--- config.mk ---
export PLATFORM = sky130hd
export DESIGN_NAME = lrsc_unit
export DESIGN_NICKNAME = d
export VERILOG_FILES = /design/src/rtl/lrsc_pkg.sv /design/src/rtl/lrsc_align_chk.sv /design/src/rtl/lrsc_resv.sv /design/src/rtl/lrsc_lane_fmt.sv /design/src/rtl/lrsc_unit.sv
export SDC_FILE = /design/constraint.sdc
export NUM_CORES = 1
export LEC_CHECK = 0
export BUFFER_PORTS_ARGS = -buffer_cell sky130_fd_sc_hd__buf_4
export CORE_MARGIN = 1.5
export CORE_UTILIZATION = 35
export CTS_CLUSTER_SIZE = 30
export DETAILED_ROUTE_END_ITERATION = 8
export PLACE_DENSITY = 0.63
export SYNTH_ARGS = -nofsm -noshare
export SYNTH_HDL_FRONTEND = slang
export SYNTH_SLANG_ARGS = --single-unit
--- constraint.sdc ---
create_clock -name clk -period 4.5 [get_ports clk]
set_input_delay 1.35 -clock clk [delete_from_list [all_inputs] [get_ports clk]]
set_output_delay 1.35 -clock clk [all_outputs]
set_load 0.005 [all_outputs]
--- src/rtl/lrsc_pkg.sv ---
package lrsc_pkg;
   typedef enum logic [1:0] {
      SZ_B = 2'd0,
      SZ_H = 2'd1,
      SZ_W = 2'd2,
      SZ_D = 2'd3
   } lrsc_size_e;

   typedef enum logic {
      ST_IDLE = 1'b0,
      ST_WAIT = 1'b1
   } lrsc_state_e;

   localparam int CAUSE_W = 4;
   localparam logic [CAUSE_W-1:0] CAUSE_ILLEGAL  = 4'd2;
   localparam logic [CAUSE_W-1:0] CAUSE_LD_MISAL = 4'd4;
   localparam logic [CAUSE_W-1:0] CAUSE_LD_FAULT = 4'd5;
   localparam logic [CAUSE_W-1:0] CAUSE_ST_MISAL = 4'd6;
   localparam logic [CAUSE_W-1:0] CAUSE_ST_FAULT = 4'd7;
endpackage

--- src/rtl/lrsc_align_chk.sv ---
module lrsc_align_chk
   import lrsc_pkg::*;
#(
   parameter int XLEN = 64
) (
   input  logic [1:0] size,
   input  logic [2:0] addr_lo,
   output logic       misaligned,
   output logic       illegal_size
);
   logic [2:0] low_mask;

   always_comb begin
      case (size)
         SZ_B:    low_mask = 3'b000;
         SZ_H:    low_mask = 3'b001;
         SZ_W:    low_mask = 3'b011;
         default: low_mask = 3'b111;
      endcase
   end

   assign misaligned = |(addr_lo & low_mask);

   generate
      if (XLEN == 32) begin : g_narrow
         assign illegal_size = (size == SZ_D);
      end else begin : g_wide
         assign illegal_size = 1'b0;
      end
   endgenerate
endmodule

--- src/rtl/lrsc_resv.sv ---
module lrsc_resv #(
   parameter int AW = 64
) (
   input  logic          clk,
   input  logic          rst_n,
   input  logic          set,
   input  logic [AW-1:0] set_addr,
   input  logic          kill,
   input  logic [AW-1:0] probe_addr,
   output logic          valid_o,
   output logic          hit_o
);
   logic [AW-1:0] held_addr;

   always_ff @(posedge clk) begin
      if (!rst_n) begin
         valid_o   <= 1'b0;
         held_addr <= '0;
      end else if (set) begin
         valid_o   <= 1'b1;
         held_addr <= set_addr;
      end else if (kill) begin
         valid_o   <= 1'b0;
      end
   end

   assign hit_o = valid_o && (held_addr == probe_addr);
endmodule

--- src/rtl/lrsc_lane_fmt.sv ---
module lrsc_lane_fmt
   import lrsc_pkg::*;
#(
   parameter int XLEN = 64
) (
   input  logic [1:0]      ld_size,
   input  logic [XLEN-1:0] ld_raw,
   output logic [XLEN-1:0] ld_ext,
   input  logic [1:0]      st_size,
   input  logic [XLEN-1:0] st_raw,
   output logic [XLEN-1:0] st_out
);
   logic [XLEN-1:0] st_mask;

   always_comb begin
      if (st_size == SZ_D) st_mask = '1;
      else                 st_mask = (XLEN'(1) << (8 << st_size)) - XLEN'(1);
   end
   assign st_out = st_raw & st_mask;

   generate
      if (XLEN == 64) begin : g_x64
         always_comb begin
            case (ld_size)
               SZ_B:    ld_ext = {{(XLEN-8){ld_raw[7]}}, ld_raw[7:0]};
               SZ_H:    ld_ext = {{(XLEN-16){ld_raw[15]}}, ld_raw[15:0]};
               SZ_W:    ld_ext = {{(XLEN-32){ld_raw[31]}}, ld_raw[31:0]};
               default: ld_ext = ld_raw;
            endcase
         end
      end else begin : g_x32
         always_comb begin
            case (ld_size)
               SZ_B:    ld_ext = {{(XLEN-8){ld_raw[7]}}, ld_raw[7:0]};
               SZ_H:    ld_ext = {{(XLEN-16){ld_raw[15]}}, ld_raw[15:0]};
               default: ld_ext = ld_raw;
            endcase
         end
      end
   endgenerate
endmodule

--- src/rtl/lrsc_unit.sv ---
module lrsc_unit
   import lrsc_pkg::*;
#(
   parameter int XLEN = 64,
   parameter int RD_W = 5
) (
   input  logic               clk,
   input  logic               rst_n,
   input  logic               req_valid,
   input  logic               req_is_sc,
   input  logic [1:0]         req_width,
   input  logic               req_aq,
   input  logic               req_rl,
   input  logic [XLEN-1:0]    req_addr,
   input  logic [XLEN-1:0]    req_wdata,
   input  logic [RD_W-1:0]    req_rd,
   output logic               busy,
   input  logic               resv_clear,
   output logic               mem_req,
   output logic               mem_we,
   output logic [XLEN-1:0]    mem_addr,
   output logic [1:0]         mem_size,
   output logic [XLEN-1:0]    mem_wdata,
   output logic               mem_acq,
   output logic               mem_rel,
   input  logic               mem_rsp_valid,
   input  logic               mem_rsp_err,
   input  logic               mem_rsp_done,
   input  logic [XLEN-1:0]    mem_rdata,
   output logic               res_valid,
   output logic               res_trap,
   output logic [CAUSE_W-1:0] res_cause,
   output logic [XLEN-1:0]    res_tval,
   output logic               res_wb_en,
   output logic [RD_W-1:0]    res_rd,
   output logic [XLEN-1:0]    res_wdata
);
   generate
      if (!(XLEN == 32 || XLEN == 64)) begin : g_bad_xlen
         $error("lrsc_unit: XLEN must be 32 or 64");
      end
      if (RD_W < 1) begin : g_bad_rdw
         $error("lrsc_unit: RD_W must be positive");
      end
   endgenerate

   lrsc_state_e      state;
   logic             cur_is_sc;
   logic [1:0]       cur_size;
   logic [XLEN-1:0]  cur_addr;
   logic             accept;
   logic             rsp_seen;
   logic             misaligned;
   logic             illegal_size;
   logic             resv_valid;
   logic             resv_hit;
   logic [XLEN-1:0]  ld_ext;
   logic [XLEN-1:0]  st_masked;

   assign busy     = (state == ST_WAIT);
   assign accept   = req_valid && (state == ST_IDLE);
   assign rsp_seen = (state == ST_WAIT) && mem_rsp_valid;

   lrsc_align_chk #(.XLEN(XLEN)) u_align (
      .size         (req_width),
      .addr_lo      (req_addr[2:0]),
      .misaligned   (misaligned),
      .illegal_size (illegal_size)
   );

   lrsc_resv #(.AW(XLEN)) u_resv (
      .clk        (clk),
      .rst_n      (rst_n),
      .set        (rsp_seen && !mem_rsp_err && !cur_is_sc),
      .set_addr   (cur_addr),
      .kill       (resv_clear || (accept && req_is_sc)),
      .probe_addr (req_addr),
      .valid_o    (resv_valid),
      .hit_o      (resv_hit)
   );

   lrsc_lane_fmt #(.XLEN(XLEN)) u_lane (
      .ld_size (cur_size),
      .ld_raw  (mem_rdata),
      .ld_ext  (ld_ext),
      .st_size (req_width),
      .st_raw  (req_wdata),
      .st_out  (st_masked)
   );

   always_ff @(posedge clk) begin
      if (!rst_n) begin
         state     <= ST_IDLE;
         cur_is_sc <= 1'b0;
         cur_size  <= '0;
         cur_addr  <= '0;
         mem_req   <= 1'b0;
         mem_we    <= 1'b0;
         mem_addr  <= '0;
         mem_size  <= '0;
         mem_wdata <= '0;
         mem_acq   <= 1'b0;
         mem_rel   <= 1'b0;
         res_valid <= 1'b0;
         res_trap  <= 1'b0;
         res_cause <= '0;
         res_tval  <= '0;
         res_wb_en <= 1'b0;
         res_rd    <= '0;
         res_wdata <= '0;
      end else begin
         res_valid <= 1'b0;
         if (accept) begin
            cur_is_sc <= req_is_sc;
            cur_size  <= req_width;
            cur_addr  <= req_addr;
            res_rd    <= req_rd;
            if (illegal_size) begin
               res_valid <= 1'b1;
               res_trap  <= 1'b1;
               res_cause <= CAUSE_ILLEGAL;
               res_tval  <= '0;
               res_wb_en <= 1'b0;
            end else if (misaligned) begin
               res_valid <= 1'b1;
               res_trap  <= 1'b1;
               res_cause <= req_is_sc ? CAUSE_ST_MISAL : CAUSE_LD_MISAL;
               res_tval  <= req_addr;
               res_wb_en <= 1'b0;
            end else if (req_is_sc && !resv_hit) begin
               res_valid <= 1'b1;
               res_trap  <= 1'b0;
               res_wb_en <= 1'b1;
               res_wdata <= XLEN'(1);
            end else begin
               state     <= ST_WAIT;
               mem_req   <= 1'b1;
               mem_we    <= req_is_sc;
               mem_addr  <= req_addr;
               mem_size  <= req_width;
               mem_wdata <= req_is_sc ? st_masked : '0;
               mem_acq   <= req_is_sc ? (req_aq && req_rl) : req_aq;
               mem_rel   <= req_is_sc ? req_rl : (req_aq && req_rl);
            end
         end else if (rsp_seen) begin
            state     <= ST_IDLE;
            mem_req   <= 1'b0;
            res_valid <= 1'b1;
            if (mem_rsp_err) begin
               res_trap  <= 1'b1;
               res_cause <= cur_is_sc ? CAUSE_ST_FAULT : CAUSE_LD_FAULT;
               res_tval  <= cur_addr;
               res_wb_en <= 1'b0;
            end else begin
               res_trap  <= 1'b0;
               res_wb_en <= 1'b1;
               res_wdata <= cur_is_sc ? XLEN'(!mem_rsp_done) : ld_ext;
            end
         end
      end
   end
endmodule

## Yosys cells after proc, flatten, opt, wreduce, memory -nomap -nowiden

Cells that the tools add are included.

| cells by class | value |
|---|---|
| multipliers | 0 |
| add/sub/neg operators | 1 |
| reductions and logical operators | 24 |
| bitwise gates (word level) | 5 |
| mux-type cells | 42 |
| shifts and indexed selects | 2 |
| eq/ne operators | 12 |
| div/mod/pow operators | 0 |
| $lt $le $gt $ge | 0 |

Operators by type and width:

| operator | count |
|---|---|
| $mux 64 | 12 |
| $pmux 64 s3 | 1 |
| $and 64x64->64 | 1 |
| $eq 64x64->1 | 1 |
| $shl 1x32->64 const A | 1 |
| $sub 64x2->64 const B | 1 |
| $shl 4x2->32 const A | 1 |
| $mux 1 | 22 |
| $mux 4 | 4 |
| $pmux 3 s3 | 1 |
| $reduce_and 3->1 | 3 |
| $logic_and 1x1->1 | 8 |
| $eq 2x2->1 const B | 3 |
| $ne 2x1->1 const B | 3 |
| $reduce_bool 2->1 | 3 |
| $eq 2x1->1 const B | 2 |
| $logic_not 1->1 | 4 |
| $logic_not 2->1 | 2 |
| $mux 2 | 2 |
| $ne 2x2->1 const B | 2 |
| $reduce_and 4->1 | 1 |
| $and 3x3->3 | 1 |
| $ne 3x1->1 const B | 1 |
| $not 1->1 | 3 |
| other kinds (3) | 3 |

| storage, ports and cells | value |
|---|---|
| bits in writable memories | 0 |
| input bits | 209 |
| bits in registers | 406 |
| memories | 0 |
| latch bits | 0 |
| bits in read-only memories | 0 |
| output and inout bits | 275 |
| logic and storage cells | 105 |

## Depth between registers and ports, before layout

Gate-level depths: netlist of the first run.

| logic depth | value |
|---|---|
| depth after elaboration | 7 |
| gate-level depth with buffers | 11 |
| depth with buffers taken out | 6 |

## Modules after synthesis

Synthesis of the first run repeated with hierarchy kept, for this count alone.

| unflattened totals | value |
|---|---|
| cell total of the unflattened synthesis | 1995 |
| area, all modules | 17341.6 um2 |

Modules (own cells, without submodules):

| module | instances | cells an instance | area each (um2) | sequential area each (um2) |
|---|---|---|---|---|
| lrsc_unit | 1 | 1504 | 12515.8 | 6806.5 |
| lrsc_resv | 1 | 300 | 3150.5 | 1301.2 |
| lrsc_lane_fmt | 1 | 185 | 1645.3 | 0.0 |
| lrsc_align_chk | 1 | 6 | 30.0 | 0.0 |

## Worst setup path before layout of the first run

OpenSTA, ideal clock, no wires.

| timing | value |
|---|---|
| path kind | input port to flip-flop |
| start | input req_addr[53] |
| end | register mem_addr[20] |
| slack | 1.264 ns |
| library setup time | 0.072 ns |
| stages | 9 |
| arrival | 3.165 ns |
| cells stage by stage | xor2_1 -> nor4_1 -> nand4_1 -> nor3_1 -> a31o_1 -> buf_4 -> buf_8 -> buf_12 -> mux2i_1 |

| between the ends | value |
|---|---|
| word-level cells in the longest chain between the ends | 6 |

RTL lines:

| item | RTL line | text |
|---|---|---|
| from (decl) | lrsc_unit.sv:14 | `input logic [XLEN-1:0] req_addr,` |
| $eq 64x64->1 | lrsc_resv.sv:27 | `assign hit_o = valid_o && (held_addr == probe_addr);` |
| $logic_and 1x1->1 | lrsc_resv.sv:27 |  |
| $logic_not 1->1 | lrsc_unit.sv:130 | `end else if (req_is_sc && !resv_hit) begin` |
| $logic_and 1x1->1 | lrsc_unit.sv:130 |  |
| $not 1->1 (no line) | - |  |
| $reduce_and 3->1 (no line) | - |  |
| to (signal assigned) | lrsc_unit.sv:139 | `mem_addr <= req_addr;` |
| to (decl) | lrsc_unit.sv:21 | `output logic [XLEN-1:0] mem_addr,` |

No other way between the ends.
A chain may end at the register's enable or synchronous reset.

## Final worst setup path of the first run

| timing | value |
|---|---|
| start | input req_addr[17] |
| end | register mem_addr[47] |

The elaborated chain is that of the path after synthesis.

==> results of run 1 <==
-- cells in the mapped netlist (2+ instances only) --
cell	number	area [sq um]
o221ai_1	2	17.5
o211ai_1	2	15.0
a21oi_1	83	415
clkbuf_1	104	390
nand4_1	20	125
nor2b_1	10	62.6
o22ai_1	66	413
nand3_1	18	90.1
buf_1	5	18.8
and2_1	16	100
mux2i_1	191	1910
xnor2_1	2	17.5
o2111ai_1	2	17.5
buf_6	5	56.3
a211oi_1	68	510
nor4_1	13	81.3
buf_12	3	60.1
buf_2	10	50.1
a2111o_1	3	33.8
o21ai_0	59	295
and3_1	2	12.5
nor2_1	145	544
nor3_1	5	25.0
o21a_1	13	97.6
inv_1	111	417
dfxtp_1	405	8110
nand2_1	353	1330
nand2b_1	9	56.3
a31oi_1	2	12.5
xor2_1	45	394
buf_4	8	60.1
-- how the worst max path moves through the flow --
stage                       startpoint            to  slack (ns)
after floorplan           req_addr[53]  mem_addr[20]        1.26
after global placement    req_addr[47]  mem_addr[42]        0.63
after detailed placement  req_addr[47]  mem_addr[49]        0.56
after CTS                 req_addr[47]  mem_addr[49]        1.15
after global routing      req_addr[17]  mem_addr[51]        1.02
final                     req_addr[17]  mem_addr[47]        1.18
-- worst max-delay path: stages --
cell      delay (ns)
buf_4           0.13
nor2b_1         0.16
a2111o_1        0.42
nor4_1          0.25
and4_1          0.50
a31o_4          0.33
buf_4           0.39
mux2i_1         0.24
-- state kept, by name, summed over array words and instances (netlist names), 2 cells and up --
name and flops:
cur_addr 64, cur_size 2, mem_addr 64, mem_size 2, mem_wdata 64, res_cause 3, res_rd 5, res_tval 64
res_wdata 64, u_resv.held_addr 64
-- layout make-up --
type                    count  area, sq um  share of cell area, %
clock inverters            18          284                   1.33
diodes                      1         2.50                 0.0117
flip-flops and latches    405         8110                   37.8
inverters                 111          422                   1.97
multi-input cells        1143         6760                   31.5
well taps                 592          741                   3.46
clock buffers              60         1280                   5.99
repair buffers            501         3830                   17.9
-- kinds of logic (layout without fill, tap and decap cells) --
group | Yosys count | in the layout
DFF | 405 | 405
and+or+nand+nor | 595 | 595
muxes | 191 | 191
buffers and inverters | 247 | 690
AOI/OAI and AO/OA | 309 | 309
other | 1 | 2
xor gates and xnor gates | 47 | 47
-- metrics by stage --
step | area [sq um] | cells | utilization (%) | power, mW
finish | 21400 | 2831 | 48.1 | 8.64
global route | 21400 | 2831 | 48.1 | 9.00
CTS | 21400 | 2830 | 48.1 | 8.75
detailed placement | 19900 | 2752 | 44.6 | 4.83
global placement | 19900 | 2752 | 44.6 | 4.81
floorplan | 15900 | 1795 | - | 4.33
-- layer usage --
layer | track usage [%] | part of all wire (%) | vias up
met5 | 0 | 0.039 | -
met4 | 7.90 | 3.4 | 4
met3 | 6.84 | 7.6 | 108
met2 | 37.7 | 48 | 409
met1 | 26.5 | 41 | 6668
li1 | - | - | 6809
-- power groups by stage --
stage	sequential, mW	combinational (mW)	clock (mW)
finish	3.81	0.931	3.89
global route	3.83	1.01	4.16
CTS	3.81	0.941	4.00
detailed placement	3.89	0.938	0
global placement	3.88	0.926	0
floorplan	3.88	0.447	0
==> impl_metrics.toml, run 1 <==
[placed_design]
dp_slack_ns = 0.558
gp_congestion = 0.884
hpwl_um = 38600
io_buffers = 482

[critical_path]
crit_fanout = 21
required_ns = 4.99
crit_type = "in -> reg"
critPathCaptureType = "flop"
reg2reg_depth = 7
timing.rr.end = "mem_addr[47]"
start_kind = "input pin"
reg2reg_from = "busy"
r2r_slack_ns = 1.60
arrival_ns = 3.81

[drt]
vias_per_cell = 4.94
drc_errors = 0
routedWlPerCell_um = 19.0
drt-total-wl_um = 53900
vias = 14000
ant_nets = 0
drt_iter0_drc = 851
firstDrtPassIters = 5

[cells_and_area]
drive_above_1_share_pct = 26.1
fin_nets = 2415
layout_common_cells = "495 x buf_4, 405 x dfxtp_1, 353 x nand2_1, 191 x mux2i_1, 145 x nor2_1"
mostFrequentLayoutCell = "buf_4"
area_growth_pct = 35.1
fillCellCount = 4237

[clocking]
cts.clk_slew.worst_paths_ns = 0.06
cts_resized = 0
numCtsBuffers = 44
cts_root_buf = "clkbuf_16"
htreeDepth = 2
cts_tree = "done"
clk-insertion-delay-late_ns = 0.57
cts_sinks = 405
cts_setup_buffers = 0
cts_buffer_depth = 3
hold_buffers = 0

[logic_synthesis]
muxShareOfSynthArea_pct = 12.1
synth_top_flop_cell = "dfxtp_1"
ys_warn_count = 0
synth_simple_gate_area_share_pct = 15.5
synth_cells = 1795
synth_edf_count = 0
synth_compound_area_share_pct = 12.0
synth-adder-area-share_pct = 0
synth_top_family_by_area = "simple AND/OR/NAND/NOR gates"
synth.cell_area_sq_mm = 0.0159
ys_types = 46
syn_avg_cell_area_sq_um = 8.84
synth-seq-cells = 405
async_flop_share_pct = 0
yosysSeqAreaShare_pct = 51.1
synth_nets = 2004
synth-xor-area-share_pct = 2.60

[timing]
whs_ns = 0.448
slew_headroom_pct = 27.8
final-setup-viol-count = 0
setup_ws_ns = 1.18
hold_viol = 0
drv_slew = 0
max_freq_ghz = 0.301
finalCritPeriodShare_pct = 73.8
fin_crit_ns = 3.32
tns_ns = 0
fin_worst_skew_ns = 0.0149
rsz0062_at_grt = "false"
tightestPinTransition_ns = 1.08

[power]
power_switching_mw = 2.08
ir_worst_vdd_v = 0.000261
swShare_pct = 24.1
clkPwrFrac_pct = 45.1
comb_power_share_pct = 10.8
p_seq_share_pct = 44.1
p_leak_nw = 8.99
power_density_mw_per_mm2 = 403
internal_power_mw = 6.56

[floorplan]
initial_utilization_pct = 35.6
fp.dieW_um = 216
ioPinCount = 484
die_h_um = 216
dieArea_sq_mm = 0.0466
core_area_sq_mm = 0.0445
num_rows = 77

[min_path]
hold_class = "reg -> reg"
whs_path_depth = 2
whs_endpoint = "u_resv.held_addr[62]"
min_from = "cur_addr[62]"

[run_status]
status = "finished clean"

[run]
drv_cap = 0

[global_routing]
grt_overflow = 0
grt_max_degree = 211
antenna_found_initial = 3
grt_pass1_vias = 13400
grt_pass1_wl_um = 80400
grt_use_total_pct = 22.3
(Power assumes the default switching activity.)
==> run 2: changes to the inputs <==
==> constraint.sdc (replaced) <==
create_clock -name clk -period 3.25 [get_ports clk]
set_input_delay 0.975 -clock clk [delete_from_list [all_inputs] [get_ports clk]]
set_output_delay 0.975 -clock clk [all_outputs]
set_load 0.005 [all_outputs]
==> impl_metrics.toml, run 2 (synthesized netlist as in run 1, its figures left out) <==
[critical_path]
arrival_ns = 3.15
crit_type = "in -> reg"
critPathCaptureType = "flop"
start_kind = "input pin"
required_ns = 3.74
crit_fanout = 26

[cells_and_area]
drive_above_1_share_pct = 26.7
mostFrequentLayoutCell = "buf_4"
fin_nets = 2435
final_area_sq_mm = 0.0217
fillCellCount = 4231
area_growth_pct = 36.5
final_util_pct = 48.6
stdcell_count = 2852
layout_common_cells = "502 x buf_4, 405 x dfxtp_1, 353 x nand2_1, 191 x mux2i_1, 145 x nor2_1"

[placed_design]
place_inst = 2772
gp_congestion = 0.894
hpwl_um = 39700
io_buffers = 482
dp_slack_ns = -0.00199
dpl_cell_area_sq_mm = 0.0202

[global_routing]
met3_usage_pct = 6.31
grt_pass1_wl_um = 81100
busiest_layer = "met2"
grt_use_total_pct = 22.5
grt_overflow = 0
grt_max_degree = 153
antenna_found_initial = 1
grt_use_met2_pct = 38.9
grt_pass1_vias = 13600
use_met1_pct = 26.5

[timing]
fin_crit_ns = 2.67
finalCritPeriodShare_pct = 82.0
slew_headroom_pct = 33.7
final-setup-viol-count = 0
rsz0062_at_grt = "false"
max_freq_ghz = 0.375
tightestPinTransition_ns = 0.991
setup_ws_ns = 0.584
fin_worst_skew_ns = 0.0133
drv_slew = 0
hold_viol = 0

[drt]
drt_iter0_drc = 868
firstDrtPassIters = 5
drc_errors = 0
ant_nets = 0
vias = 14100
drt-total-wl_um = 54300
vias_per_cell = 4.93
routedWlPerCell_um = 19.0

[run]
drv_cap = 0

[clocking]
cts_tree = "done"
htreeDepth = 2
cts_root_buf = "clkbuf_16"
cts_resized = 0
cts_buffer_depth = 3
clk-insertion-delay-late_ns = 0.57
numCtsBuffers = 44
cts.clk_slew.worst_paths_ns = 0.06
cts_setup_buffers = 0
hold_buffers = 0
cts_sinks = 405

[min_path]
hold_class = "reg -> reg"

[floorplan]
initial_utilization_pct = 35.6
core_area_sq_mm = 0.0445
ioPinCount = 484
num_rows = 77
die_h_um = 216
fp.dieW_um = 216
dieArea_sq_mm = 0.0466

[power]
finalPower_mw = 11.7
ir_worst_vdd_v = 0.000341
power_density_mw_per_mm2 = 541
p_leak_nw = 9.11

[run_status]
status = "finished clean"
==> run 2: area by class of cell <==
class	count	area, sq um	area share [%]
Antenna cell	1	2.50	0.0116
Clock buffer	63	1310	6.03
Clock inverter	16	175	0.809
Inverter	111	422	1.95
Multi-Input combinational cell	1143	6760	31.2
Sequential cell	405	8110	37.4
Tap cell	592	741	3.42
Timing Repair Buffer	521	4140	19.1
==> run 2: per-layer routing <==
layer	wire length [um]	up-vias	part of all wire, %
li1	-	6872	-
met3	4300	91	7.9
met1	21800	6635	40
met5	13	-	0.024
met4	1750	2	3.2
met2	26500	473	49
==> run 2: power by group <==
part	internal (mW)	switching (mW)
combinational	0.630	0.707
clock	3.03	2.06
sequential	5.16	0.113
==> run 2: path summary, 6_finish.rpt <==
check	from	depth (start not counted)	slack (ns)	end
max	req_addr[17]	8	0.58	mem_addr[46]
min	cur_addr[57]	2	0.45	u_resv.held_addr[57]
max reg2reg	busy	7	0.71	mem_addr[46]
min reg2reg	cur_addr[57]	2	0.45	u_resv.held_addr[57]
==> run 2: metrics by stage <==
step	TNS [ns]	hold WS, ns
after CTS	0	0.450
after detailed placement	-0.00199	0.443
final	0	0.447
after global routing	0	0.464
after floorplan	0	0.431
after global placement	0	0.436
==> run 2: critical path: stages <==
cell	delay (ns)
buf_4	0.13
nor2b_1	0.13
a2111o_1	0.38
nor4_1	0.23
and4_1	0.51
a31o_4	0.28
buf_12	0.23
mux2i_1	0.23
